[src/rtl/mr_pkg.sv]
// Package: shared phase encoding and sizing for the byte-wide memory reader.
// Assumes: the bus is exactly two bytes wide.
package mr_pkg;

    // Sequencer phases of one read burst.
    typedef enum logic [2:0] {
        PH_IDLE   = 3'd0,
        PH_ALE    = 3'd1,
        PH_SETTLE = 3'd2,
        PH_STROBE = 3'd3,
        PH_GAP    = 3'd4,
        PH_DONE   = 3'd5
    } phase_t;

    localparam int ALE_CYC    = 2;  // latch strobe active cycles
    localparam int SETTLE_CYC = 2;  // cycles from latch end to first read strobe

endpackage

[src/rtl/mr_seq.sv]
// Module: mr_seq
// Purpose: phase sequencer. It walks latch, settle, four strobes with gaps,
//          the recovery tail and the done cycle, and it latches the request
//          address and timing settings at acceptance.
// Assumes: a timing input may change at any time; only values seen at the
//          accepting edge are used for the burst.
module mr_seq
    import mr_pkg::*;
#(
    parameter int ADDR_W    = 16,
    parameter int DUR_W     = 5,
    parameter int NBYTES    = 4,
    parameter int FLASH_CYC = 7,
    localparam int IDX_W    = (NBYTES > 1) ? $clog2(NBYTES) : 1,
    localparam int FL_W     = $clog2(FLASH_CYC + 2),
    localparam int CNT_W    = (DUR_W + 1 > FL_W) ? DUR_W + 1 : FL_W
) (
    input  logic              clk,
    input  logic              rst_n,
    input  logic              req,
    input  logic [ADDR_W-1:0] addr,
    input  logic [DUR_W-1:0]  dur,
    input  logic              hold_en,
    input  logic              flash_en,
    input  logic              ale_low,
    output phase_t            phase,
    output logic [CNT_W-1:0]  cnt,
    output logic [IDX_W-1:0]  idx,
    output logic [ADDR_W-1:0] base,
    output logic              pol,
    output logic              cap_en,
    output logic              fin
);

    phase_t            phase_q, phase_d;
    logic [CNT_W-1:0]  cnt_q, cnt_d;
    logic [IDX_W-1:0]  idx_q, idx_d;
    logic [ADDR_W-1:0] base_q;
    logic [CNT_W-1:0]  dur_m1_q;
    logic              hold_q, flash_q, pol_q;

    logic [CNT_W-1:0]  dur_m1_in;
    logic [CNT_W-1:0]  tail_len;
    logic              last_byte;

    // Strobe width minus one, with a zero field taken as width one.
    always_comb dur_m1_in = (dur == '0) ? '0 : CNT_W'(dur) - CNT_W'(1);

    // Recovery after the last strobe: hold term plus flash term.
    always_comb tail_len = CNT_W'(hold_q) + (flash_q ? CNT_W'(FLASH_CYC) : '0);

    always_comb last_byte = (idx_q == IDX_W'(NBYTES - 1));

    // Next-phase, counter and byte index selection.
    always_comb begin
        phase_d = phase_q;
        cnt_d   = cnt_q;
        idx_d   = idx_q;
        unique case (phase_q)
            PH_IDLE: begin
                if (req) begin
                    phase_d = PH_ALE;
                    cnt_d   = CNT_W'(ALE_CYC - 1);
                    idx_d   = '0;
                end
            end
            PH_ALE: begin
                if (cnt_q == '0) begin
                    phase_d = PH_SETTLE;
                    cnt_d   = CNT_W'(SETTLE_CYC - 1);
                end else begin
                    cnt_d = cnt_q - CNT_W'(1);
                end
            end
            PH_SETTLE: begin
                if (cnt_q == '0) begin
                    phase_d = PH_STROBE;
                    cnt_d   = dur_m1_q;
                end else begin
                    cnt_d = cnt_q - CNT_W'(1);
                end
            end
            PH_STROBE: begin
                if (cnt_q != '0) begin
                    cnt_d = cnt_q - CNT_W'(1);
                end else if (!last_byte) begin
                    phase_d = PH_GAP;
                    cnt_d   = CNT_W'(hold_q);
                end else if (tail_len == '0) begin
                    phase_d = PH_DONE;
                end else begin
                    phase_d = PH_GAP;
                    cnt_d   = tail_len - CNT_W'(1);
                end
            end
            PH_GAP: begin
                if (cnt_q != '0) begin
                    cnt_d = cnt_q - CNT_W'(1);
                end else if (last_byte) begin
                    phase_d = PH_DONE;
                end else begin
                    phase_d = PH_STROBE;
                    cnt_d   = dur_m1_q;
                    idx_d   = idx_q + IDX_W'(1);
                end
            end
            PH_DONE: phase_d = PH_IDLE;
            default: phase_d = PH_IDLE;
        endcase
    end

    // State registers for the phase walk.
    always_ff @(posedge clk) begin
        if (!rst_n) begin
            phase_q <= PH_IDLE;
            cnt_q   <= '0;
            idx_q   <= '0;
        end else begin
            phase_q <= phase_d;
            cnt_q   <= cnt_d;
            idx_q   <= idx_d;
        end
    end

    // Settings capture: polarity tracks the input while idle, all freeze when busy.
    always_ff @(posedge clk) begin
        if (!rst_n) begin
            base_q   <= '0;
            dur_m1_q <= '0;
            hold_q   <= 1'b0;
            flash_q  <= 1'b0;
            pol_q    <= 1'b0;
        end else if (phase_q == PH_IDLE) begin
            pol_q <= ale_low;
            if (req) begin
                base_q   <= addr;
                dur_m1_q <= dur_m1_in;
                hold_q   <= hold_en;
                flash_q  <= flash_en;
            end
        end
    end

    assign phase  = phase_q;
    assign cnt    = cnt_q;
    assign idx    = idx_q;
    assign base   = base_q;
    assign pol    = pol_q;
    assign cap_en = (phase_q == PH_STROBE) && (cnt_q == '0);
    assign fin    = (phase_d == PH_DONE) && (phase_q != PH_DONE);

endmodule

[src/rtl/mr_bus.sv]
// Module: mr_bus
// Purpose: decodes the sequencer phase into strobe levels, bus drive values
//          and drive enables.
// Assumes: the bus is two bytes wide; outputs are decoded from registered state.
module mr_bus
    import mr_pkg::*;
#(
    parameter int ADDR_W = 16,
    parameter int BYTE_W = 8,
    parameter int CNT_W  = 6,
    parameter int IDX_W  = 2
) (
    input  phase_t            phase,
    input  logic [CNT_W-1:0]  cnt,
    input  logic [IDX_W-1:0]  idx,
    input  logic [ADDR_W-1:0] base,
    input  logic              pol,
    output logic              ale,
    output logic              rd_n,
    output logic [ADDR_W-1:0] bus_out,
    output logic              oe_hi,
    output logic              oe_lo
);

    logic             full_addr;
    logic [BYTE_W-1:0] byte_addr;

    // Full address is driven while latching and for one cycle after it.
    always_comb full_addr = (phase == PH_ALE) ||
                            ((phase == PH_SETTLE) && (cnt != '0));

    // Low address of the current byte, wrapping within the byte.
    always_comb byte_addr = base[BYTE_W-1:0] + BYTE_W'(idx);

    // Strobe levels; polarity inverts the latch strobe.
    always_comb begin
        ale  = (phase == PH_ALE) ^ pol;
        rd_n = (phase != PH_STROBE);
    end

    // Bus value and drive enables.
    always_comb begin
        oe_lo = full_addr;
        oe_hi = (phase == PH_ALE) || (phase == PH_SETTLE) ||
                (phase == PH_STROBE) || (phase == PH_GAP);
        if (full_addr)
            bus_out = base;
        else if (oe_hi)
            bus_out = {byte_addr, {(ADDR_W - BYTE_W){1'b0}}};
        else
            bus_out = '0;
    end

endmodule

[src/rtl/mr_pack.sv]
// Module: mr_pack
// Purpose: collects one byte per read strobe and commits the packed word
//          when the burst finishes.
// Assumes: cap_en marks the edge where the read strobe ends; fin marks the
//          edge entering the done cycle and may coincide with the last capture.
module mr_pack #(
    parameter int BYTE_W = 8,
    parameter int NBYTES = 4,
    localparam int IDX_W = (NBYTES > 1) ? $clog2(NBYTES) : 1,
    localparam int WORD_W = BYTE_W * NBYTES
) (
    input  logic              clk,
    input  logic              rst_n,
    input  logic              cap_en,
    input  logic [IDX_W-1:0]  idx,
    input  logic [BYTE_W-1:0] din,
    input  logic              fin,
    output logic [WORD_W-1:0] word
);

    logic [WORD_W-1:0] stage_q, stage_d;
    logic [WORD_W-1:0] word_q;

    // Per-slot merge of the incoming byte into the staging word.
    for (genvar s = 0; s < NBYTES; s++) begin : g_slot
        always_comb begin
            if (cap_en && (idx == IDX_W'(s)))
                stage_d[s*BYTE_W +: BYTE_W] = din;
            else
                stage_d[s*BYTE_W +: BYTE_W] = stage_q[s*BYTE_W +: BYTE_W];
        end
    end

    // Staging storage and result commit.
    always_ff @(posedge clk) begin
        if (!rst_n) begin
            stage_q <= '0;
            word_q  <= '0;
        end else begin
            stage_q <= stage_d;
            if (fin)
                word_q <= stage_d;
        end
    end

    assign word = word_q;

endmodule

[src/rtl/mux8_mem_reader.sv]
// Module: mux8_mem_reader
// Purpose: top of the byte-wide multiplexed-bus memory reader. It connects the
//          sequencer, the bus decoder and the byte packer.
// Assumes: the external latch captures the address while the latch strobe is
//          active; the memory drives bus_in while bus_oe_lo is low.
module mux8_mem_reader
    import mr_pkg::*;
#(
    parameter int ADDR_W    = 16,
    parameter int BYTE_W    = 8,
    parameter int DUR_W     = 5,
    parameter int NBYTES    = 4,
    parameter int FLASH_CYC = 7,
    localparam int IDX_W    = (NBYTES > 1) ? $clog2(NBYTES) : 1,
    localparam int FL_W     = $clog2(FLASH_CYC + 2),
    localparam int CNT_W    = (DUR_W + 1 > FL_W) ? DUR_W + 1 : FL_W,
    localparam int WORD_W   = BYTE_W * NBYTES
) (
    input  logic              clk,
    input  logic              rst_n,
    input  logic              rd_req,
    input  logic [ADDR_W-1:0] rd_addr,
    input  logic [DUR_W-1:0]  strobe_len,
    input  logic              hold_en,
    input  logic              flash_en,
    input  logic              ale_low,
    input  logic [BYTE_W-1:0] bus_in,
    output logic              ale,
    output logic              rd_n,
    output logic [ADDR_W-1:0] bus_out,
    output logic              bus_oe_hi,
    output logic              bus_oe_lo,
    output logic              busy,
    output logic              done,
    output logic [WORD_W-1:0] rd_data
);

    phase_t            phase;
    logic [CNT_W-1:0]  cnt;
    logic [IDX_W-1:0]  idx;
    logic [ADDR_W-1:0] base;
    logic              ale_pol;
    logic              cap_en;
    logic              fin;

    mr_seq #(
        .ADDR_W    (ADDR_W),
        .DUR_W     (DUR_W),
        .NBYTES    (NBYTES),
        .FLASH_CYC (FLASH_CYC)
    ) u_seq (
        .clk      (clk),
        .rst_n    (rst_n),
        .req      (rd_req),
        .addr     (rd_addr),
        .dur      (strobe_len),
        .hold_en  (hold_en),
        .flash_en (flash_en),
        .ale_low  (ale_low),
        .phase    (phase),
        .cnt      (cnt),
        .idx      (idx),
        .base     (base),
        .pol      (ale_pol),
        .cap_en   (cap_en),
        .fin      (fin)
    );

    mr_bus #(
        .ADDR_W (ADDR_W),
        .BYTE_W (BYTE_W),
        .CNT_W  (CNT_W),
        .IDX_W  (IDX_W)
    ) u_bus (
        .phase   (phase),
        .cnt     (cnt),
        .idx     (idx),
        .base    (base),
        .pol     (ale_pol),
        .ale     (ale),
        .rd_n    (rd_n),
        .bus_out (bus_out),
        .oe_hi   (bus_oe_hi),
        .oe_lo   (bus_oe_lo)
    );

    mr_pack #(
        .BYTE_W (BYTE_W),
        .NBYTES (NBYTES)
    ) u_pack (
        .clk    (clk),
        .rst_n  (rst_n),
        .cap_en (cap_en),
        .idx    (idx),
        .din    (bus_in),
        .fin    (fin),
        .word   (rd_data)
    );

    // Status decoded from the phase register.
    always_comb begin
        busy = (phase != PH_IDLE);
        done = (phase == PH_DONE);
    end

endmodule

[config.mk]
export PLATFORM = sky130hd
export DESIGN_NAME = mux8_mem_reader
export DESIGN_NICKNAME = d
export VERILOG_FILES = /design/src/rtl/mr_pkg.sv /design/src/rtl/mr_seq.sv /design/src/rtl/mr_bus.sv /design/src/rtl/mr_pack.sv /design/src/rtl/mux8_mem_reader.sv
export SDC_FILE = /design/constraint.sdc
export NUM_CORES = 1
export LEC_CHECK = 0
export ABC_AREA = 1
export BUFFER_PORTS_ARGS = -buffer_cell sky130_fd_sc_hd__buf_2
export CAP_MARGIN = 20
export CORE_ASPECT_RATIO = 1.2
export CORE_MARGIN = 3
export CORE_UTILIZATION = 55
export CTS_CLUSTER_DIAMETER = 30
export CTS_CLUSTER_SIZE = 20
export DETAILED_ROUTE_END_ITERATION = 16
export PLACE_DENSITY = 0.79
export RECOVER_POWER = 100
export REMOVE_ABC_BUFFERS = 1
export SLEW_MARGIN = 20
export SYNTH_ARGS = -nofsm -noshare
export SYNTH_HDL_FRONTEND = slang
export SYNTH_SLANG_ARGS = --single-unit
[constraint.sdc]
create_clock -name clk -period 1.8 [get_ports clk]
set_input_delay 0.36 -clock clk [delete_from_list [all_inputs] [get_ports clk]]
set_output_delay 0.36 -clock clk [all_outputs]
set_load 0.1 [all_outputs]
### Word level (Yosys, flattened, before mapping)

Index checks and enable logic that the tools add are counted.

* add/sub/neg operators: 6
* eq/ne operators: 16
* multiplexer cells: 30
* bitwise gates (word level): 1
* reduce and logical (&&, ||, !) cells: 23

Operators by type and width (number)
* 2-to-1 mux 6 bit: 9
* 2-to-1 mux 16 bit: 2
* 2-to-1 mux 8 bit: 4
* case mux 6 bit (5 select lines): 1
* 2-to-1 mux 3 bit: 8
* case mux 3 bit (5 select lines): 1
* zero test 6 bit: 2
* subtractor 6 x 1 -> 6 bit (second input constant): 2
* equality test 3 bit (second input constant): 3
* adder 8 x 2 -> 8 bit: 1
* AND reduction 4 bit: 2
* logical AND 1 bit: 7
* adder 1 x 6 -> 6 bit: 1
* equality test 3 x 2 -> 1 bit (second input constant): 2
* 2-to-1 mux 2 bit: 3
* inequality test 2 bit (second input constant): 3
* inequality test 3 x 2 -> 1 bit (second input constant): 2
* nonzero test 6 bit: 1
* subtractor 5 x 1 -> 6 bit (second input constant): 1
* zero test 5 bit: 1
* nonzero test 5 bit: 1
* equality test 2 bit (second input constant): 2
* logical OR 1 bit: 4
* inequality test 4 x 3 -> 1 bit (second input constant): 1
* 12 further kinds: 12

* flip-flop bits (word level): 100
* input bits: 35

### Depth between registers and ports, before layout

Gate-level depths: netlist of run 1.

* word-level depth: 9
* depth in mapped cells: 10
* gate-level depth less buffers: 10

### By module

From an unflattened synthesis of run 1, not the netlist that was laid out.

* cells, all modules: 704
* area total of the unflattened synthesis: 4958.5 sq um

By module, submodules not included
* mr_pack: instances 1, cells each 349, area an instance 2645.0 sq um, sequential area each 1281.2 sq um
* mr_seq: instances 1, cells each 267, area an instance 1815.5 sq um, sequential area each 720.7 sq um
* mr_bus: instances 1, cells each 83, area an instance 476.7 sq um, sequential area each 0.0 sq um
* mux8_mem_reader: instances 1, cells each 5, area an instance 21.3 sq um, sequential area each 0.0 sq um

### Worst setup path after synthesis of run 1

Ideal clock, no wire load.

* kind: register to output
* start point: register u_seq.cnt_q[0], in the netlist u_seq.cnt[0]
* end point: output bus_out[8]
* arrival time: 4.029 ns
* path slack: -2.589 ns
* cell stages (with the launch flop): 8
* buffers on the path: 0
* path through: dfxtp_1 -> inv_1 -> ha_1 -> nand2_1 -> nor2_4 -> o21ai_2 -> inv_2 -> o21ai_0

* longest elaborated chain between the ends: 4

Ends and longest elaborated chain
* from (decl): RTL line mr_seq.sv:36 `logic [CNT_W-1:0] cnt_q, cnt_d;`
* from (signal assigned): RTL line mr_seq.sv:120 `cnt_q <= cnt_d;`
* nonzero test 6 bit: RTL line mr_bus.sv:30 `((phase == PH_SETTLE) && (cnt != '0));`
* logical AND 1 bit: RTL line mr_bus.sv:30
* logical OR 1 bit: RTL line mr_bus.sv:29 `always_comb full_addr = (phase == PH_ALE) ||`
* net bus_oe_lo: RTL line mux8_mem_reader.sv:32 `output logic bus_oe_lo,`
* 2-to-1 mux 16 bit: RTL line mr_bus.sv:46 `if (full_addr)`
* to (decl): RTL line mux8_mem_reader.sv:30 `output logic [ADDR_W-1:0] bus_out,`

The timed path passes the listed nets, and every way through them passes these cells.

### Final worst setup path of run 1

* start point: register u_seq.idx_q[1], in the netlist u_seq.idx[1]
* end point: output bus_out[15]

* longest elaborated chain between the ends: 3

Ends and longest elaborated chain
* from (decl): RTL line mr_seq.sv:37 `logic [IDX_W-1:0] idx_q, idx_d;`
* from (signal assigned): RTL line mr_seq.sv:121 `idx_q <= idx_d;`
* adder 8 x 2 -> 8 bit: RTL line mr_bus.sv:33 `always_comb byte_addr = base[BYTE_W-1:0] + BYTE_W'(idx);`
* 2-to-1 mux 16 bit: RTL line mr_bus.sv:48 `else if (oe_hi)`
* 2-to-1 mux 16 bit: RTL line mr_bus.sv:46

Every way passes these cells.

==> impl_metrics.toml, run 1 <==
[status]
status = "finished with violations"
violations = "setup timing"

[global_route]
antenna_found_initial = 0
grt_usage_pct = 26.7
grt_first_pass_wirelength_mm = 20.8
grt_pass1_vias = 4501
grt_max_degree = 82
gr-total-overflow = 0

[clocking]
clk_pin_slew_worst_paths_ns = 0.11
cts.sinks = 100
htree_num_levels = 3
cts_buffer_depth = 2
cts-root-buf = "clkbuf_8"
hold_buffers = 0
insertion_delay_ns = 0.38
tritoncts = "done"
numCtsBuffers = 9

[final_layout]
final_nets = 811
final_cell_area_mm2 = 0.00665
num_antenna_cells = 0
drive_gt1_share_pct = 36.6
syn_to_final_growth_pct = 42.8
fin_cells = 882

[placed_design]
port_buffers = 88
placed_cells = 848
globalplace.congestion = 0.890
placed_cell_area_mm2 = 0.00577
place.detailed.hpwl_mm = 7.96

[job]
cap_viol_max_count = 0

[sta]
setup_violations = 50
grt_setup_unrepaired = "true"
period_needed_ns = 2.38
maxSlewHeadroom_pct = 63.2
max_freq_mhz = 420
worst_pin_slew_ns = 0.554
setup_ws_ns = -0.582
skew_ns = 0.0104
fin_crit_sh_pct = 132
fin_hold_ws_ns = 0.258
hold_viol = 0
slew_viol_final = 0

[floorplanning]
dieArea_mm2 = 0.00961
initial_utilization_pct = 56.8
die_x_um = 90.0
rows = 36
die_h_um = 107
core_area_mm2 = 0.00820
ios = 89

[detailed_routing]
firstDrtPassIters = 5
drtIter0Drc = 269
wl_per_cell_um = 15.7
via_per_inst = 5.32
vias = 4693
drtAntennaViolNets = 0
drc = 0
wirelength_mm = 13.9

[logic_synthesis]
synth_compound_gate_area_share_pct = 18.3
postSynthCellCount = 631
synthTopCellsByCount = "159 x nand2_1, 100 x dfxtp_1, 78 x inv_1"
yosysMostFrequentCell = "nand2_1"
synthSimpleGateAreaFrac_pct = 23.2
synthMuxAreaShare_pct = 0
synthXorXnorAreaFrac_pct = 1.88
synthAdderAreaFrac_pct = 3.65
netlist_area_mm2 = 0.00466
synth_area_leaders = "dfxtp_1 43%, nand2_1 13%, a21oi_1 7.3%, inv_1 6.3%, o21ai_2 6.2%"
synth_largest_area_cell = "dfxtp_1"
synth_edf_count = 0
synth_top_family_by_area = "simple AND/OR/NAND/NOR gates"
synth_flop_cell = "dfxtp_1"
yosys_warnings = 0
synth.avg_cell_area_um2 = 7.38
ys_ff_latch = 100
synthArstFlopShare_pct = 0
yosysTopAreaCellShare_pct = 43.0
ys_seq_area_share_pct = 43.0
ys_types = 30

[power]
power.density_mw_per_mm2 = 1610
p_leak_nw = 2.76
power_switching_mw = 5.22
peakVddDrop_mv = 1.82
clockPowerShare_pct = 14.3
swShare_pct = 48.8
fin_total_pwr_mw = 10.7
power.share.sequential_pct = 25.4
pwr-share-comb_pct = 60.3
intPower_mw = 5.47

[critical_path]
cp.arrival_ns = 2.02
critical_path_class = "flip-flop to output port"
cp.required_ns = 1.44
critPathMaxFanout = 3
start_kind = "flip-flop"
crit_slowest_cell = "dfxtp_2"
critPathMaxStageDelay_ns = 0.36
cpMostUsedCell = "a21oi_1"
end_kind = "output port"
crit_chain = "ha_1 -> a21oi_1 -> nor2_2 -> buf_4 -> a21oi_1 -> o22ai_2 -> buf_12"
cp_top_family = "compound AO/OA/AOI/OAI gates"
cp.buffers_inverters = 2

[worst_hold_path]
min_path_type = "input pin to flip-flop"
## cell type report
type / count / area (um2)
Timing Repair inverter: 1 / 11.3
Fill cell: 514 / 1550
Inverter: 87 / 352
Clock buffer: 9 / 124
Clock inverter: 7 / 82.6
Tap cell: 114 / 143
Multi-Input combinational cell: 419 / 2630
Sequential cell: 100 / 2020
Timing Repair Buffer: 145 / 1290
## worst reg2reg max path, stage by stage, from the launching register on
cell	delay, ns
dfxtp_4	0.38
nor2_4	0.12
clkbuf_2	0.15
nand2_1	0.09
nor2_1	0.23
inv_1	0.20
buf_6	0.24
o21ai_0	0.29
a21oi_1	0.07
## what timing repair did
item                                    CTS  global route
buffers inserted                          8            13
pin swaps                                15            22
gates resized for setup                  76            56
endpoints found under the setup margin   53            93
gates cloned                              1             1
## registers in the layout (all words and copies together) (netlist names)
| signal | flops |
|---|---|
| u_pack.stage_q | 32 |
| u_pack.word | 32 |
| u_seq.base | 16 |
| u_seq.cnt | 6 |
| u_seq.dur_m1_q | 6 |
| u_seq.flash_q | 1 |
| u_seq.hold_q | 1 |
| u_seq.idx | 2 |
| u_seq.phase | 3 |
| u_seq.pol | 1 |
## worst paths after layout
| path | endpoint | slack (ns) | cells after the start | from |
|---|---|---|---|---|
| setup / recovery | bus_out[15] | -0.58 | 7 | u_seq.idx[1]$_SDFFE_PN0P_ |
| hold / removal | u_seq.base[5]$_SDFFE_PN0P_ | 0.26 | 3 | rd_addr[5] |
| setup reg to reg | u_seq.base[0]$_SDFFE_PN0P_ | -0.08 | 8 | u_seq.phase[0]$_SDFF_PN0_ |
| hold reg to reg | u_pack.word[3]$_SDFFE_PN0P_ | 0.47 | 2 | u_pack.word[3]$_SDFFE_PN0P_ |
## placed cells by master (no fill, tap or decap), types with 6 or more instances in the layout
cell      count
nand3_1      10
nand2_1     146
nand2_4       7
buf_6         9
inv_1        76
o21ai_0      24
buf_4        40
clkbuf_2     34
ha_1          9
nand2_2       8
buf_12       27
buf_2        34
inv_2         6
nor2_1       46
a21oi_1      66
nor2_4       14
clkbuf_8      9
dfxtp_2       7
dfxtp_1      90
o21ai_2      33
## per-layer routing
metal | vias up | global-route usage, % | wire (um)
li1 | 2255 | - | -
met1 | 2196 | 29.9 | 5310
met2 | 195 | 48.2 | 7170
met3 | 47 | 3.86 | 743
met4 | 0 | 15.5 | 671
met5 | - | 0 | 0
## cells by family after synthesis
family	Yosys count
buf+inv	113
simple gates	253
compound gates	142
xor+xnor	10
fa+ha+maj	13
flops	100
## power by group through the flow
stage	combinational [mW]	clock (mW)	sequential, mW
2_1_floorplan	3.17	0	2.66
3_3_place_gp	5.18	0	2.64
3_5_place_dp	5.23	0	2.65
4_1_cts	5.87	1.52	2.66
5_1_grt	6.78	1.61	2.74
6_report	6.45	1.53	2.72
## per-stage QoR
step	setup TNS [ns]	util, %	setup WS, ns
floorplan	-55.50	-	-2.75
global placement	-3.21	70.3	-0.189
detailed placement	-5.58	70.3	-0.285
CTS	-8.65	77.6	-0.531
global route	-16.99	81.2	-0.655
finish	-8.64	81.2	-0.582
Power figures use the tool's default switching activity.
==> run 2, diff against run 1 <==
--- a/config.mk
+++ b/config.mk
@@ -8,7 +8,7 @@
 export ABC_AREA = 1
 export BUFFER_PORTS_ARGS = -buffer_cell sky130_fd_sc_hd__buf_2
 export CAP_MARGIN = 20
-export CORE_ASPECT_RATIO = 1.2
+export CORE_ASPECT_RATIO = 0.75
 export CORE_MARGIN = 3
 export CORE_UTILIZATION = 55
 export CTS_CLUSTER_DIAMETER = 30
==> run 2 against run 1 <==
  * The flow still finishes with violations (setup timing)
  * Register-to-register slack lost 0.11 ns
  * First-iteration DRC count grew 60%
  * Utilization grew 0.96 points
  * Fmax shrank 1.6%
  * Die area is essentially flat
  * Setup slack lost 0.038 ns
  * Critical path depth grew 2
  * Combinational power shrank 1%
  * Largest cell class unchanged
==> impl_metrics.toml, run 2 (synthesized netlist as in run 1, its figures left out) <==
[status]
status = "finished with violations"
violations = "setup timing"

[final_layout]
final_cell_area_mm2 = 0.00662
syn_to_final_growth_pct = 42.0
num_antenna_cells = 0
final_common_cell = "nand2_1"
final_nets = 809
final_cell_mix = "147 x nand2_1, 91 x dfxtp_1, 75 x inv_1"
drive_gt1_share_pct = 34.6

[global_route]
antenna_found_initial = 0
top_usage_layer = "met2"
met1_usage_pct = 31.3
grt_use_met3_pct = 6.98
grt_first_pass_wirelength_mm = 20.6
gr-total-overflow = 0
grt_usage_pct = 26.3
grt_pass1_vias = 4499
grt_max_degree = 40
gr-usage-met2_pct = 45.9

[sta]
worst_pin_slew_ns = 0.566
setup_violations = 98
skew_ns = 0.00647
maxSlewHeadroom_pct = 62.4
period_needed_ns = 2.42
hold_viol = 0
grt_setup_unrepaired = "true"
fin_crit_sh_pct = 134
max_freq_mhz = 413
slew_viol_final = 0
setup_ws_ns = -0.620

[floorplanning]
ios = 89
initial_utilization_pct = 57.8
rows = 28
core_area_mm2 = 0.00806
die_x_um = 112
dieArea_mm2 = 0.00962
die_h_um = 85.7

[detailed_routing]
firstDrtPassIters = 6
vias = 4922
drtAntennaViolNets = 0
drtIter0Drc = 430
wirelength_mm = 15.2
via_per_inst = 5.65
drc = 0
wl_per_cell_um = 17.5

[clocking]
htree_num_levels = 3
insertion_delay_ns = 0.35
cts.sinks = 100
cts-root-buf = "clkbuf_16"
cts_buffer_depth = 2
clk_pin_slew_worst_paths_ns = 0.06
numCtsBuffers = 9
tritoncts = "done"

[critical_path]
cp.required_ns = 1.44
reg2reg_depth = 9
cp.arrival_ns = 2.06
critical_path_class = "flip-flop to output port"
start_kind = "flip-flop"
critPathMaxFanout = 6
end_kind = "output port"

[power]
peakVddDrop_mv = 1.59
p_leak_nw = 2.77
power.density_mw_per_mm2 = 1690

[placed_design]
placed_cell_area_mm2 = 0.00576
port_buffers = 88
dpl_worst_slack_ns = -0.250
globalplace.congestion = 0.976
place.detailed.hpwl_mm = 8.19

[worst_hold_path]
hold_path_depth = 3
min_path_type = "input pin to flip-flop"

[job]
cap_viol_max_count = 0
==> run 2: changes by cell type in the layout (fill, tap and decap cells not counted), sizes merged <==
| cell | change |
|---|---|
| clkbuf | +4 |
| nand2 | -1 |
| buf | -3 |
| bufinv | +1 |
| inv | -1 |
| clkinv | -1 |
| clkinvlp | -1 |
==> run 2: per-stage QoR <==
| step | util (%) | hold slack [ns] | std cells | total power, mW | setup TNS, ns |
|---|---|---|---|---|---|
| detailed placement | 71.5 | 0.447 | 839 | 7.93 | -2.67 |
| global placement | 71.5 | 0.441 | 839 | 7.83 | -2.06 |
| finish | 82.1 | 0.298 | 871 | 11.1 | -12.33 |
| CTS | 78.5 | 0.289 | 861 | 10.5 | -6.80 |
| global route | 82.1 | 0.315 | 871 | 11.5 | -22.04 |
| floorplan | - | 0.424 | 605 | 5.83 | -55.50 |
==> run 2: worst max-delay path: stages (launching register included) <==
cell	delay, ns
dfxtp_2	0.32
inv_2	0.07
ha_4	0.15
nand2_4	0.05
nor2_4	0.12
o21ai_4	0.14
nor2_4	0.25
inv_2	0.15
o22ai_4	0.23
buf_12	0.21
==> run 2: layer usage <==
metal  wire length (um)  part of all wire (%)
met2               7330                    48
met3               1300                   8.6
met1               5610                    37
met5                  0                     0
met4                973                   6.4
==> run 2: final cells by class <==
type                            count  area, um2
Clock buffer                       11        233
Inverter                           87        339
Timing Repair Buffer              144       1280
Fill cell                         429       1440
Tap cell                          105        131
Sequential cell                   100       2020
Multi-Input combinational cell    418       2520
Timing Repair inverter              1       8.76
Clock inverter                      5       85.1
==> run 2: repair_timing <==
item                       CTS  global route
hold buffers                 0             0
setup endpoints to repair   21            76
buffers inserted             9             9
gates cloned                 1             3
resized for setup           56            45
pin swaps                   17            16
==> run 2: worst paths after layout <==
kind / end / startpoint / slack, ns
hold / removal: u_seq.base[10]$_SDFFE_PN0P_ / rd_addr[10] / 0.30
setup reg to reg: u_pack.word[0]$_SDFFE_PN0P_ / u_seq.cnt[4]$_SDFFE_PN0P_ / -0.19
hold reg to reg: u_pack.word[23]$_SDFFE_PN0P_ / u_pack.word[23]$_SDFFE_PN0P_ / 0.46
setup / recovery: bus_out[14] / u_seq.cnt[0]$_SDFFE_PN0P_ / -0.62
==> run 2: power breakdown <==
group / internal [mW] / switching, mW
combinational: 2.21 / 4.17
sequential: 2.49 / 0.218
clock: 1.23 / 0.840
total: 5.92 / 5.23
==> run 3, diff against run 2 <==
--- a/config.mk
+++ b/config.mk
@@ -15,7 +15,6 @@
 export CTS_CLUSTER_SIZE = 20
 export DETAILED_ROUTE_END_ITERATION = 16
 export PLACE_DENSITY = 0.79
-export RECOVER_POWER = 100
 export REMOVE_ABC_BUFFERS = 1
 export SLEW_MARGIN = 20
 export SYNTH_ARGS = -nofsm -noshare
==> run 3 against run 2 <==
  * The run still ends with setup timing left
  * Combinational power is 2% higher
  * Die area unchanged
  * Fmax barely moved
  * Cell count did not move
  * Count of clock-buffer cells in the layout unchanged
  * Clock skew barely moved
  * Utilization grew 0.42 points
  * Largest cell class unchanged
  * Highest routed layer unchanged
==> impl_metrics.toml, run 3 (synthesized netlist as in run 1, its figures left out) <==
[job]
cap_viol_max_count = 0

[detailed_routing]
vias = 4914
firstDrtPassIters = 8
wl_per_cell_um = 17.5
via_per_inst = 5.64
wirelength_mm = 15.2
drtAntennaViolNets = 0
drc = 0
drtIter0Drc = 366

[power]
clockPowerShare_pct = 18.4
power_switching_mw = 5.26
power.share.sequential_pct = 24.0
pwr-share-comb_pct = 57.6
peakVddDrop_mv = 1.59
power.density_mw_per_mm2 = 1690
intPower_mw = 6.00
swShare_pct = 46.7
p_leak_nw = 2.82

[critical_path]
start_kind = "flip-flop"
r2r-end = "u_seq.idx[0]$_SDFFE_PN0P_"
cp.arrival_ns = 2.06
end_kind = "output port"
critPathMaxFanout = 6
ff2ff_setup_slack_ns = -0.08
timing.rr.start = "u_seq.cnt[0]$_SDFFE_PN0P_"
cp.required_ns = 1.44
critical_path_class = "flip-flop to output port"
reg2reg_depth = 10

[global_route]
grt_pass1_vias = 4499
grt_usage_pct = 26.3
grt_first_pass_wirelength_mm = 20.6
gr-total-overflow = 0
grt_max_degree = 40
antenna_found_initial = 0

[clocking]
hold_buffers = 0
cts.sinks = 100
htree_num_levels = 3
clk_pin_slew_worst_paths_ns = 0.07
numCtsBuffers = 9
insertion_delay_ns = 0.35
tritoncts = "done"
cts_buffer_depth = 2
cts-root-buf = "clkbuf_16"

[floorplanning]
ios = 89
core_area_mm2 = 0.00806
die_x_um = 112
initial_utilization_pct = 57.8
rows = 28
die_h_um = 85.7
dieArea_mm2 = 0.00962

[sta]
period_needed_ns = 2.42
skew_ns = 0.00658
max_freq_mhz = 414
grt_setup_unrepaired = "true"
maxSlewHeadroom_pct = 62.5
setup_tns_ns = -8.15
worst_pin_slew_ns = 0.561
hold_viol = 0
setup_ws_ns = -0.618
slew_viol_final = 0
fin_crit_sh_pct = 134
setup_violations = 42

[worst_hold_path]
hold_path_depth = 3
worstHoldStart = "rd_addr[13]"
min_path_type = "input pin to flip-flop"
holdPathEnd = "u_seq.base[13]$_SDFFE_PN0P_"

[status]
violations = "setup timing"
status = "finished with violations"

[placed_design]
placed_cells = 839
globalplace.congestion = 0.976
port_buffers = 88
dpl_worst_slack_ns = -0.250
place.detailed.hpwl_mm = 8.19

[final_layout]
fin_cells = 871
syn_to_final_growth_pct = 42.8
drive_gt1_share_pct = 35.1
fin_util_pct = 82.5
final_cell_mix = "147 x nand2_1, 91 x dfxtp_1, 75 x inv_1"
final_nets = 809
num_antenna_cells = 0
final_common_cell = "nand2_1"
-- run 3: cell count changes in the layout (fill, tap and decap cells not counted), moves of 2 or more --
cell	change
clkbuf_1	-2
buf_2	+31
buf_4	+3
clkbuf_2	-32
-- run 3: power by group through the flow --
stage	sequential [mW]	combinational [mW]	clock (mW)
final	2.71	6.48	2.07
after detailed placement	2.66	5.26	0
after CTS	2.67	5.75	2.08
after global placement	2.65	5.18	0
after global routing	2.73	6.73	2.16
after floorplan	2.66	3.17	0
-- run 3: cell type report --
type / count / area, um2
inverter: 87 / 339
multi-input combinational: 418 / 2530
fill: 422 / 1410
clock buffer: 11 / 233
tap: 105 / 131
timing repair buffer: 144 / 1300
timing repair inverter: 1 / 8.76
clock inverter: 5 / 85.1
sequential: 100 / 2020
-- run 3: how the worst max path moves through the flow --
stage	from	endpoint	slack [ns]
after floorplan	u_seq.cnt[0]$_SDFFE_PN0P_	bus_out[8]	-2.75
after global placement	u_seq.cnt[0]$_SDFFE_PN0P_	bus_out[10]	-0.20
after detailed placement	u_seq.idx[0]$_SDFFE_PN0P_	bus_out[14]	-0.25
after CTS	u_seq.base[0]$_SDFFE_PN0P_	bus_out[14]	-0.48
after global routing	u_seq.base[0]$_SDFFE_PN0P_	bus_out[14]	-0.62
final	u_seq.cnt[0]$_SDFFE_PN0P_	bus_out[14]	-0.62
-- run 3: routing by layer --
| layer | part of all wire (%) | routed length, um | track usage (%) | up-vias |
|---|---|---|---|---|
| met5 | 0 | 0 | 0 | - |
| met4 | 5.9 | 896 | 10.3 | 0 |
| met3 | 7.4 | 1130 | 6.98 | 74 |
| met2 | 49 | 7440 | 45.9 | 277 |
| met1 | 38 | 5770 | 31.3 | 2306 |
| li1 | - | - | - | 2257 |
-- run 3: metrics by stage --
| stage | power, mW | instance area, um2 | hold WS, ns |
|---|---|---|---|
| after floorplan | 5.83 | 4520 | 0.424 |
| after global placement | 7.83 | 5760 | 0.441 |
| after detailed placement | 7.93 | 5760 | 0.447 |
| after CTS | 10.5 | 6320 | 0.289 |
| after global routing | 11.6 | 6650 | 0.315 |
| final | 11.3 | 6650 | 0.292 |
-- run 3: critical path: stages (launching register included) --
cell,delay [ns]
dfxtp_2,0.32
inv_2,0.07
ha_4,0.15
nand2_4,0.05
nor2_4,0.12
o21ai_4,0.13
nor2_4,0.25
inv_2,0.15
o22ai_4,0.23
buf_12,0.21
-- run 3: timing repair --
action                                  CTS  global route
hold endpoints to repair                  0             0
pin swaps                                17            16
buffers inserted                          9             9
resized for setup                        56            45
endpoints found under the setup margin   21            76
gates cloned                              1             3
